**src/rtl/banked_gpio.sv**
```systemverilog
`timescale 1ns/1ps
module banked_gpio #(
  parameter int BANKS  = 4,
  parameter int BANK_W = 8,
  parameter int DATA_W = 32,
  localparam int AW    = $clog2(BANKS) + 6
)(
  input  logic              clk,
  input  logic              rst_n,
  input  logic [AW-1:0]     bus_addr,
  input  logic              bus_we,
  input  logic [DATA_W-1:0] bus_wdata,
  output logic [DATA_W-1:0] bus_rdata,
  input  logic [BANKS*BANK_W-1:0] pin_in,
  output logic [BANKS*BANK_W-1:0] pin_out,
  output logic [BANKS*BANK_W-1:0] pin_oe,
  output logic              irq
);
  localparam int NPIN = BANKS * BANK_W;
  localparam int BW   = AW - 6;
  localparam logic [5:0] O_MSTAT = 6'h00, O_RAW = 6'h04, O_MSET = 6'h08,
                         O_MCLR  = 6'h0C, O_DIR = 6'h10, O_OUT  = 6'h14,
                         O_IN    = 6'h18, O_LVL = 6'h20;

  logic [NPIN-1:0] mask_q, dir_q, out_q, lvl_q, stat_q;
  logic [NPIN-1:0] sync1_q, sync2_q, prev_q;
  logic [NPIN-1:0] wsel, wdat, wbits, hit;
  logic [BW-1:0]   bank;
  logic [5:0]      off;
  logic [BANK_W-1:0] rsel;
  logic unused_wdata;

  assign bank = bus_addr[AW-1:6];
  assign off  = bus_addr[5:0];
  assign unused_wdata = ^bus_wdata[DATA_W-1:BANK_W];

  for (genvar b = 0; b < BANKS; b++) begin : g_bank
    assign wsel[b*BANK_W +: BANK_W] = {BANK_W{bus_we && (bank == BW'(b))}};
    assign wdat[b*BANK_W +: BANK_W] = bus_wdata[BANK_W-1:0];
  end

  assign wbits = wsel & wdat;
  assign hit   = sync2_q & (lvl_q | ~prev_q);

  always_ff @(posedge clk or negedge rst_n) begin
    if (!rst_n) begin
      mask_q  <= '1;
      dir_q   <= '1;
      out_q   <= '0;
      lvl_q   <= '0;
      stat_q  <= '0;
      sync1_q <= '0;
      sync2_q <= '0;
      prev_q  <= '0;
    end else begin
      sync1_q <= pin_in;
      sync2_q <= sync1_q;
      prev_q  <= sync2_q;
      stat_q  <= (stat_q & ~((off == O_RAW) ? wbits : '0)) | hit;
      case (off)
        O_MSET:  mask_q <= mask_q | wbits;
        O_MCLR:  mask_q <= mask_q & ~wbits;
        O_DIR:   dir_q  <= (dir_q & ~wsel) | wbits;
        O_OUT:   out_q  <= (out_q & ~wsel) | wbits;
        O_LVL:   lvl_q  <= (lvl_q & ~wsel) | wbits;
        default: ;
      endcase
    end
  end

  always_comb begin
    case (off)
      O_MSTAT: rsel = stat_q[int'(bank)*BANK_W +: BANK_W] & ~mask_q[int'(bank)*BANK_W +: BANK_W];
      O_RAW:   rsel = stat_q[int'(bank)*BANK_W +: BANK_W];
      O_MSET:  rsel = mask_q[int'(bank)*BANK_W +: BANK_W];
      O_DIR:   rsel = dir_q[int'(bank)*BANK_W +: BANK_W];
      O_OUT:   rsel = out_q[int'(bank)*BANK_W +: BANK_W];
      O_IN:    rsel = sync2_q[int'(bank)*BANK_W +: BANK_W];
      O_LVL:   rsel = lvl_q[int'(bank)*BANK_W +: BANK_W];
      default: rsel = '0;
    endcase
    bus_rdata = DATA_W'(rsel);
  end

  assign pin_out = out_q;
  assign pin_oe  = ~dir_q;
  assign irq     = |(stat_q & ~mask_q);
endmodule

```
**config.mk**
```make
export PLATFORM = sky130hd
export DESIGN_NAME = banked_gpio
export DESIGN_NICKNAME = d
export VERILOG_FILES = /design/src/rtl/banked_gpio.sv
export SDC_FILE = /design/constraint.sdc
export NUM_CORES = 1
export LEC_CHECK = 0
export ABC_AREA = 1
export BUFFER_PORTS_ARGS = -buffer_cell sky130_fd_sc_hd__buf_2
export CAP_MARGIN = 20
export CORE_AREA = 2 2 145 147
export CTS_CLUSTER_DIAMETER = 120
export CTS_CLUSTER_SIZE = 12
export DETAILED_ROUTE_END_ITERATION = 16
export DIE_AREA = 0 0 147 149
export HOLD_SLACK_MARGIN = 0.12
export PLACE_DENSITY_LB_ADDON = 0.3
export SLEW_MARGIN = 20
export SYNTH_ARGS = -nofsm -noshare
export SYNTH_HDL_FRONTEND = slang
export SYNTH_SLANG_ARGS = --single-unit
```
**constraint.sdc**
```tcl
create_clock -name clk -period 2.9 [get_ports clk]
set_clock_uncertainty 0.15 [all_clocks]
set_input_delay 0.435 -clock clk [delete_from_list [all_inputs] [get_ports clk]]
set_output_delay 0.435 -clock clk [all_outputs]
set_load 0.03 [all_outputs]
```
# == Word level (Yosys, flattened, before mapping) ==
# Index checks and enable logic that the tools add are counted.
# totals
out_inout_bits,97
elab_cells,57
input_bits,75
ff_bits,256
# op_classes
shifts,6
eq_ne,10
bitwise,22
mux,3
reduce_logical,8
# ops
cell,n
bitwise AND 32 bit,8
NOT 32 bit,6
OR 32 bit,6
indexed part select 32 x 6 -> 8 bit,6
one-hot mux 32 bit (2 select lines),1
one-hot mux 8 bit (7 select lines),1
two-way mux 32 bit,1
OR reduction 32 bit,1
== test 6 x 5 -> 1 bit (second input constant),3
== test 6 x 4 -> 1 bit (second input constant),2
bitwise AND 8 bit,1
NOT 8 bit,1
== test 6 x 3 -> 1 bit (second input constant),1
== test 6 bit (second input constant),1
zero test 6 bit,1
== test 2 bit (second input constant),2
logical AND 1 bit,4
== test 2 x 1 -> 1 bit (second input constant),1
zero test 2 bit,1
nonzero test 2 bit,1

# == Longest topological paths before layout ==
# Gate-level depths: netlist (run 1).
# logic_depth
ltp_word,7
mapped_depth,13
mapped_depth_nobuf,13

# == Worst setup path before layout (run 1) ==
# Ideal clock, no wire load.
# synth_path
kind,input to output
start,in bus_addr[1]
end,out bus_rdata[2]
arrival_time_ps,1852
path_stages,9
slack_ps,463
t_required_ps,2315
path_buffers,2
path_cell_list,nor2_4 -> nand3_2 -> buf_4 -> buf_2 -> nor2_1 -> a21oi_1 -> o211ai_1 -> nand3_1 -> o21bai_1
# synth_via
elab_chain_len,2
elab_cells_between_ends,8
cone_classes,eq/ne: 6; mux: 1; reduce/logical: 1
# synth_rtl
element,line_no,rtl
start: declaration,10,"input logic [AW-1:0] bus_addr,"
== test 6 bit (tied with other cells),72,case (off)
one-hot mux 8 bit (7 select lines) *,72,
end: declaration,13,"output logic [DATA_W-1:0] bus_rdata,"
# Mark *: on every way between the ends. The rest lies on a longest branch, timed or not.

# == Worst setup path in the final report (run 1) ==
# layout_path
start,in bus_addr[5]
end,out bus_rdata[2]
# The elaborated chain is that of the path after synthesis.

==> results.yml, run 1 <==
sta:
  rsz0062_at_grt: "false"
  post-route-min-period_ns: 2.82
  setup_viol_count_final: 0
  holdWs_ns: 0.197
  finalHoldViolCount: 0
  worstMarginPinSlew_ns: 0.915
  drv_slew: 0
  period_share: 0.971
  slew_headroom: 0.389
  timing.fmax_mhz: 355
  tns_ns: 0
drt:
  avgViaCountPerCell: 5.67
  antenna_left: 0
  wl_per_cell_um: 20.4
  postRouteWirelength_um: 34900
  drc_errors: 0
  drtPass1Iterations: 6
  route.vias.total: 9708
  drt_iter0_drc: 1314
critical_path:
  worstReg2RegEnd: "stat_q[6]$_DFF_PN0_"
  critPathLaunchType: "primary input"
  critical_path.top_delay_family: "buffers and inverters"
  r2r_slack_ns: 1.66
  path_max_fanout: 6
  critPathSlowestCell: "o21bai_1"
  worstSetupPathType: "primary input to output port"
  cp.arrival_ns: 2.23
  required_ns: 2.32
  r2r_cells: 2
  endpoint: "bus_rdata[2]"
  crit_buf_inv: 5
  startpoint: "bus_addr[5]"
  path_depth: 12
  slowest_delay_ns: 0.26
  endpoint_kind: "output port"
  crit_chain: "buf_2 > inv_1 > nor2_2 > nand3_4 > buf_4 > nor2_1 > a21oi_1 > o211ai_1 > buf_4 > nand3_1 > o21bai_1 > buf_2"
placement:
  portBuffers: 123
  dp_hpwl_um: 24500
  gp_congestion: 0.959
  place_area_sq_um: 12100
global_routing:
  grt_pass1_wl_um: 53400
  gr-usage-all-layers: 0.321
  grt_overflow_total: 0
  antenna_found_initial: 1
  grt_max_degree: 75
  grt_pass1_vias: 9150
floorplan:
  io_pins: 172
  initial_utilization: 0.535
  die_w_um: 147
  die_h_um: 149
  die-area_sq_um: 21900
  core_area_sq_um: 20600
  core.rowCount: 53
clocking:
  tritoncts: "yes"
  clock-sinks: 256
  clk_pin_slew_ns: 0.06
  insertion_delay_ns: 0.53
  numCtsBuffers: 25
  h-tree-depth: 1
  cts-root-buf: "clkbuf_16"
  clk_path_buf_depth: 3
synthesis:
  ys_ff_latch: 256
  synth_cells: 1228
  post_synth_num_cell_types: 37
  ys_warn_count: 0
  avgSynthCellArea_sq_um: 8.96
  synth_ff_type: "dfrtp_1"
  synth.area.top_cells: "dfrtp_1, dfstp_2, nand2_1, o21ai_0, inv_1"
  synthTopCellsByCount: "nand2_1, dfrtp_1, o21ai_0, inv_1, nor2_1"
  synth_most_common_cell: "nand2_1"
  ys_seq_area_frac: 0.589
  netlist.area_leader.share: 0.437
  ys_async_sr_fraction: 1.00
  synthesis.area_sq_um: 11000
  synth_edf_count: 0
  yosysTopAreaCell: "dfrtp_1"
run_status:
  status: "complete, no violations"
final_layout:
  fin_area_sq_um: 13300
  fin_nets: 1494
  area_delta_synth_final_pct: 20.6
  drive_above_1_share: 0.207
  final_util: 0.645
  n_antenna_cell: 0
pwr:
  p_leak_nw: 6.03
  vdd_drop_max_uv: 470
  power_density_nw_per_um2: 574
  p_total_mw: 7.61
min_path:
  hold_class: "register to register"
job:
  maxCapViolCount: 0
stage by stage:
step,cells,setup slack [ns]
final,1712,0.0829
after global routing,1712,0.0164
after CTS,1710,0.0779
after detailed placement,1625,0.0942
after global placement,1625,0.119
after floorplan,1251,0.463
layout make-up:
| cell class | instances | area [sq um] |
|---|---|---|
| fillers | 1683 | 7290 |
| flip-flops and latches | 256 | 6490 |
| multi-input cells | 786 | 3690 |
| repair buffers | 209 | 1500 |
| clock buffers | 43 | 693 |
| inverters | 141 | 532 |
| well taps | 275 | 344 |
| clock inverters | 2 | 17.5 |
power breakdown:
| group | leakage [nW] | switching (mW) | total, mW | internal, mW |
|---|---|---|---|---|
| logic | 2.74 | 0.531 | 0.759 | 0.228 |
| registers | 2.94 | 0.118 | 3.88 | 3.76 |
| clock network | 0.338 | 1.35 | 2.97 | 1.62 |
| total | 6.03 | 2.00 | 7.61 | 5.61 |
layer usage:
metal,global-route usage,wire (um),up-vias
li1,-,-,4348
met1,0.461,14400,4698
met2,0.491,15500,574
met3,0.0691,3800,88
met4,0.112,1240,0
met5,0,0,-
logic make-up (layout without fill, tap and decap cells):
kind of cell,after synthesis,in the layout,share of synthesized area
and+or+nand+nor,457,457,0.175
AOI/OAI and AO/OA,305,305,0.151
DFF,256,256,0.589
buffers and inverters,209,395,0.0845
other,1,24,0.000341
placed cells by master (no fill, tap or decap), types with 18 or more instances in the layout:
master	count
a21oi_1	73
nand2_1	297
nand3_1	23
dfrtp_1	192
clkbuf_1	18
dlygate4sd3_1	40
inv_1	129
buf_2	121
nand4_1	22
buf_4	35
dfstp_2	64
nor2_1	77
clkbuf_16	25
conb_1	24
o21ai_0	169
how the worst min path moves through the flow:
stage	startpoint	end	slack, ns	cells after the start
floorplan	rst_n	asynchronous set/reset pin	-0.01	0
global placement	sync1_q[17]$_DFF_PN0_	sync2_q[17]$_DFF_PN0_	0.18	0
detailed placement	sync1_q[19]$_DFF_PN0_	sync2_q[19]$_DFF_PN0_	0.18	0
CTS	sync1_q[28]$_DFF_PN0_	sync2_q[28]$_DFF_PN0_	0.20	0
global route	sync1_q[28]$_DFF_PN0_	sync2_q[28]$_DFF_PN0_	0.20	0
finish	sync1_q[28]$_DFF_PN0_	sync2_q[28]$_DFF_PN0_	0.20	0
worst register-to-register path, stage by stage (launching register included):
cell and delay, ns:
dfrtp_1 0.39, o21ai_0 0.46, nand2_1 0.10
what timing repair did:
item | CTS | global route
setup endpoints to repair | 0 | 4
hold endpoints to repair | 103 | 0
gates resized for setup | 0 | 6
buffers inserted | 0 | 2
hold buffers | 40 | 0
No activity file was read; power rests on OpenSTA's default activity.
==> inputs of run 2 (changes only) <==
--- a/config.mk
+++ b/config.mk
@@ -12,3 +12,3 @@
 export CTS_CLUSTER_DIAMETER = 120
-export CTS_CLUSTER_SIZE = 12
+export CTS_CLUSTER_SIZE = 30
 export DETAILED_ROUTE_END_ITERATION = 16
==> constraint.sdc (replaced) <==
create_clock -name clk -period 2.9 [get_ports clk]
set_clock_uncertainty 0.15 [all_clocks]
set_input_delay 0.58 -clock clk [delete_from_list [all_inputs] [get_ports clk]]
set_output_delay 0.58 -clock clk [all_outputs]
set_load 0.03 [all_outputs]
==> run 2 against run 1 <==
  * The run now ends with negative setup slack left
  * Clock power is 32% lower
  * Sequential share of layout area is 1.0 points lower
  * Worst setup slack worse by 0.12 ns
  * Power is 12% lower
  * Core utilization is 1.4 points higher
  * Sequential power hardly changed
  * Hold slack better by 0.0029 ns
  * First-iteration DRC count is 12% lower
  * Combinational power is 7.8% higher
  * Routed wire length is 4.8% higher
  * Non-clock buffer count is 36 higher
  * Sequential cell count stayed put
  * Critical path type unchanged
==> results.yml, run 2 (synthesis results as in run 1) <==
drt:
  drt_iter0_drc: 1160
  drc_errors: 0
  drtPass1Iterations: 6
  wl_per_cell_um: 21.2
  postRouteWirelength_um: 36600
  route.vias.total: 9912
  avgViaCountPerCell: 5.75
  antenna_left: 0
critical_path:
  startpoint: "bus_addr[5]"
  worstSetupPathType: "primary input to output port"
  worstReg2RegEnd: "stat_q[21]$_DFF_PN0_"
  endpoint_kind: "output port"
  r2r_cells: 2
  r2r_slack_ns: 1.63
  required_ns: 2.17
  cp.arrival_ns: 2.21
  critPathLaunchType: "primary input"
  path_max_fanout: 5
global_routing:
  grt_overflow_total: 0
  use_met3: 0.0606
  grt_max_degree: 69
  use_met1: 0.467
  top_usage_layer: "met2"
  grt_pass1_vias: 9357
  gr-usage-all-layers: 0.327
  grtUsageMet2: 0.508
  grt_pass1_wl_um: 54400
  antenna_found_initial: 0
sta:
  tns_ns: -0.141
  post-route-min-period_ns: 2.94
  fin_ws_ns: -0.0388
  slew_headroom: 0.442
  drv_slew: 0
  timing.fmax_mhz: 340
  rsz0062_at_grt: "true"
  setup_viol_count_final: 6
  finalHoldViolCount: 0
  holdWs_ns: 0.200
  period_share: 1.01
  worstMarginPinSlew_ns: 0.836
final_layout:
  drive_above_1_share: 0.247
  final_common_cell: "nand2_1"
  n_antenna_cell: 0
  n_fill_cell: 1691
  area_delta_synth_final_pct: 23.2
  fin_area_sq_um: 13600
  fin_nets: 1519
  fin_cells: 1725
  layout_common_cells: "nand2_1, dfrtp_1, o21ai_0"
  final_util: 0.659
placement:
  dp_slack_ns: -0.201
  place_inst: 1654
  place_area_sq_um: 12300
  portBuffers: 123
  dp_hpwl_um: 25300
  gp_congestion: 0.963
pwr:
  p_total_mw: 6.72
  vdd_drop_max_uv: 643
  power_density_nw_per_um2: 496
  p_leak_nw: 6.14
min_path:
  min_path_cells: 3
  hold_class: "primary input to register"
  hp-start: "bus_wdata[1]"
floorplan:
  io_pins: 172
  die-area_sq_um: 21900
  core.rowCount: 53
  core_area_sq_um: 20600
  die_w_um: 147
  die_h_um: 149
  initial_utilization: 0.535
clocking:
  tritoncts: "yes"
  clk_pin_slew_ns: 0.11
  cts-root-buf: "clkbuf_16"
  numCtsBuffers: 12
  clk_path_buf_depth: 3
  h-tree-depth: 1
  insertion_delay_ns: 0.49
  clock-sinks: 256
run_status:
  status: "finished with violations"
  violations: "negative setup slack"
job:
  maxCapViolCount: 0
run 2: cell types whose count changed in the layout (fill, tap and decap cells not counted), sizes merged:
cell         previous run  this run
clkinv                  1         2
dlygate4sd3            40        33
clkbuf                 44        20
nor2                   91        93
inv                   142       140
buf                   168       211
run 2: worst max path at each step:
stage                              end  slack [ns]
after floorplan           bus_rdata[2]        0.17
after global placement    bus_rdata[3]       -0.18
after detailed placement  bus_rdata[3]       -0.20
after CTS                 bus_rdata[3]      -0.003
after global routing      bus_rdata[7]       -0.10
final                     bus_rdata[2]       -0.04
run 2: what timing repair did:
action,in CTS,in global routing
hold buffers,33,0
gates resized for setup,43,45
pin swaps,16,29
hold endpoints to repair,67,0
setup endpoints to repair,8,8
gates cloned,2,2
setup buffers,3,11
run 2: worst max-delay path, cell delays in order:
cell      delay [ns]
buf_4           0.13
inv_4           0.07
nor2_4          0.04
nand3_4         0.12
buf_12          0.16
nand2_4         0.11
nor2_2          0.34
a21oi_1         0.14
nand3_1         0.11
nand2_1         0.10
o21bai_4        0.14
buf_6           0.15
run 2: per-layer routing:
layer / share of wire / up-vias
li1: - / 4378
met2: 0.45 / 648
met3: 0.11 / 114
met5: 0 / -
met4: 0.044 / 0
met1: 0.40 / 4772
run 2: power by group:
part	internal, mW	switching (mW)
combinational	0.258	0.561
clock	0.877	1.15
sequential	3.76	0.119
total	4.89	1.83
run 2: area by class of cell:
| type | instances | area [sq um] | area share |
|---|---|---|---|
| Sequential cell | 256 | 6490 | 0.479 |
| Multi-Input combinational cell | 788 | 3890 | 0.287 |
| Timing Repair Buffer | 245 | 1920 | 0.141 |
| Inverter | 141 | 544 | 0.0402 |
| Clock buffer | 19 | 358 | 0.0264 |
| Tap cell | 275 | 344 | 0.0254 |
| Clock inverter | 1 | 16.3 | 0.00120 |
==> inputs of run 3 (changes only) <==
==> constraint.sdc (replaced) <==
create_clock -name clk -period 2.9 [get_ports clk]
set_clock_uncertainty 0.15 [all_clocks]
set_input_delay 0.435 -clock clk [delete_from_list [all_inputs] [get_ports clk]]
set_output_delay 0.435 -clock clk [all_outputs]
set_load 0.03 [all_outputs]
==> run 3 against run 2 <==
  * The flow now finishes without violations
  * Final cell count down 2.2%
  * Sequential share of layout area up 2.4 points
  * Sequential cell count unchanged
  * Core utilization down 3.2 points
  * Global-route usage down 1.2 points
  * Largest power group unchanged
  * Highest routed layer unchanged
  * Clock-buffer cell count down 1
==> results.yml, run 3 (synthesis results as in run 1) <==
run_status:
  status: "complete, no violations"
critical_path:
  r2r_slack_ns: 1.62
  worstReg2RegEnd: "stat_q[6]$_DFF_PN0_"
  path_max_fanout: 6
  critical_path.top_delay_family: "buffers and inverters"
  worstSetupPathType: "primary input to output port"
  required_ns: 2.32
  r2r_cells: 2
  slowest_delay_ns: 0.27
  critPathSlowestCell: "o21bai_1"
  cp.arrival_ns: 2.28
  crit_buf_inv: 4
  endpoint_kind: "output port"
  crit_chain: "buf_2 > nor2_4 > nand3_2 > buf_4 > nor2_1 > a21oi_1 > o211ai_1 > buf_4 > nand3_1 > o21bai_1 > buf_2"
  critPathLaunchType: "primary input"
final_layout:
  fin_cells: 1687
  layout_common_cells: "nand2_1, dfrtp_1, o21ai_0"
  n_fill_cell: 1761
  drive_above_1_share: 0.202
  n_antenna_cell: 0
  area_delta_synth_final_pct: 17.3
  final_util: 0.628
  final_common_cell: "nand2_1"
  fin_nets: 1481
sta:
  finalHoldViolCount: 0
  drv_slew: 0
  rsz0062_at_grt: "true"
  timing.fmax_mhz: 349
  setup_viol_count_final: 0
  worstMarginPinSlew_ns: 0.880
  post-route-min-period_ns: 2.86
  period_share: 0.987
  slew_headroom: 0.413
drt:
  antenna_left: 0
  drtPass1Iterations: 6
  drc_errors: 0
  wl_met1_um: 13800
  avgViaCountPerCell: 5.69
  route.vias.total: 9593
  postRouteWirelength_um: 34300
  wl_per_cell_um: 20.3
  wl_met3_um: 3980
  routed-wl-met2_um: 15200
  drt_iter0_drc: 1289
  highest_layer: "met4"
clocking:
  numCtsBuffers: 12
  clk_pin_slew_ns: 0.10
  insertion_delay_ns: 0.50
  clk_path_buf_depth: 3
  h-tree-depth: 1
  cts-root-buf: "clkbuf_16"
  clock-sinks: 256
  tritoncts: "yes"
floorplan:
  core.rowCount: 53
  die-area_sq_um: 21900
  initial_utilization: 0.535
  die_w_um: 147
  io_pins: 172
  die_h_um: 149
  core_area_sq_um: 20600
global_routing:
  antenna_found_initial: 0
  grt_max_degree: 75
  gr-usage-all-layers: 0.315
  grt_pass1_wl_um: 52400
  grt_overflow_total: 0
  grt_pass1_vias: 8981
min_path:
  hold_class: "register to register"
  worstHoldEndpoint: "sync2_q[7]$_DFF_PN0_"
  hp-start: "sync1_q[7]$_DFF_PN0_"
  min_path_cells: 0
pwr:
  power_density_nw_per_um2: 513
  p_leak_nw: 5.86
  vdd_drop_max_uv: 632
placement:
  gp_congestion: 0.959
  portBuffers: 123
  dp_hpwl_um: 24500
  place_inst: 1625
job:
  maxCapViolCount: 0
-- run 3: final cells by class --
| class | instances | area, sq um | area share |
|---|---|---|---|
| well taps | 275 | 344 | 0.0267 |
| flip-flops and latches | 256 | 6490 | 0.503 |
| multi-input cells | 786 | 3680 | 0.285 |
| clock buffers | 18 | 344 | 0.0267 |
| inverters | 141 | 532 | 0.0412 |
| clock inverters | 2 | 17.5 | 0.00136 |
| repair buffers | 209 | 1500 | 0.116 |
-- run 3: worst max-delay path by stage --
stage          slack, ns  cells past startpoint           end        start
6_report            0.04                     11  bus_rdata[2]  bus_addr[1]
4_1_cts             0.08                     11  bus_rdata[2]  bus_addr[1]
2_1_floorplan       0.46                      9  bus_rdata[2]  bus_addr[1]
3_5_place_dp        0.09                     11  bus_rdata[2]  bus_addr[1]
5_1_grt            -0.01                     12  bus_rdata[7]  bus_addr[1]
3_3_place_gp        0.12                     13  bus_rdata[2]  bus_addr[2]
-- run 3: stage by stage --
stage | area [sq um] | setup WS, ns | power, mW | setup TNS [ns] | hold slack, ns
6_report | 12900 | 0.0376 | 6.62 | 0 | 0.207
5_1_grt | 12900 | -0.0115 | 6.85 | -0.0136 | 0.212
4_1_cts | 12900 | 0.0823 | 6.63 | 0 | 0.209
3_5_place_dp | 12100 | 0.0942 | 4.64 | 0 | 0.185
3_3_place_gp | 12100 | 0.119 | 4.62 | 0 | 0.183
2_1_floorplan | 11100 | 0.463 | 4.30 | 0 | -0.0106
-- run 3: per-layer routing --
metal | track usage | up-vias
met5 | 0 | -
met4 | 0.107 | 0
met3 | 0.0581 | 85
met2 | 0.487 | 618
met1 | 0.455 | 4593
li1 | - | 4297
-- run 3: worst register-to-register path: stages (launching register included) --
cell	delay, ns
dfrtp_1	0.41
o21ai_0	0.50
nand2_1	0.10
-- run 3: timing repair --
action	CTS	global route
setup endpoints to repair	0	3
hold buffers	40	0
resized for setup	0	4
setup buffers	0	2
endpoints found under the hold margin	102	0
-- run 3: where the power goes --
part / internal [mW] / switching [mW] / total, mW
Clock: 0.852 / 1.14 / 1.99
Sequential: 3.76 / 0.116 / 3.87
Combinational: 0.228 / 0.528 / 0.756
Total: 4.84 / 1.78 / 6.62
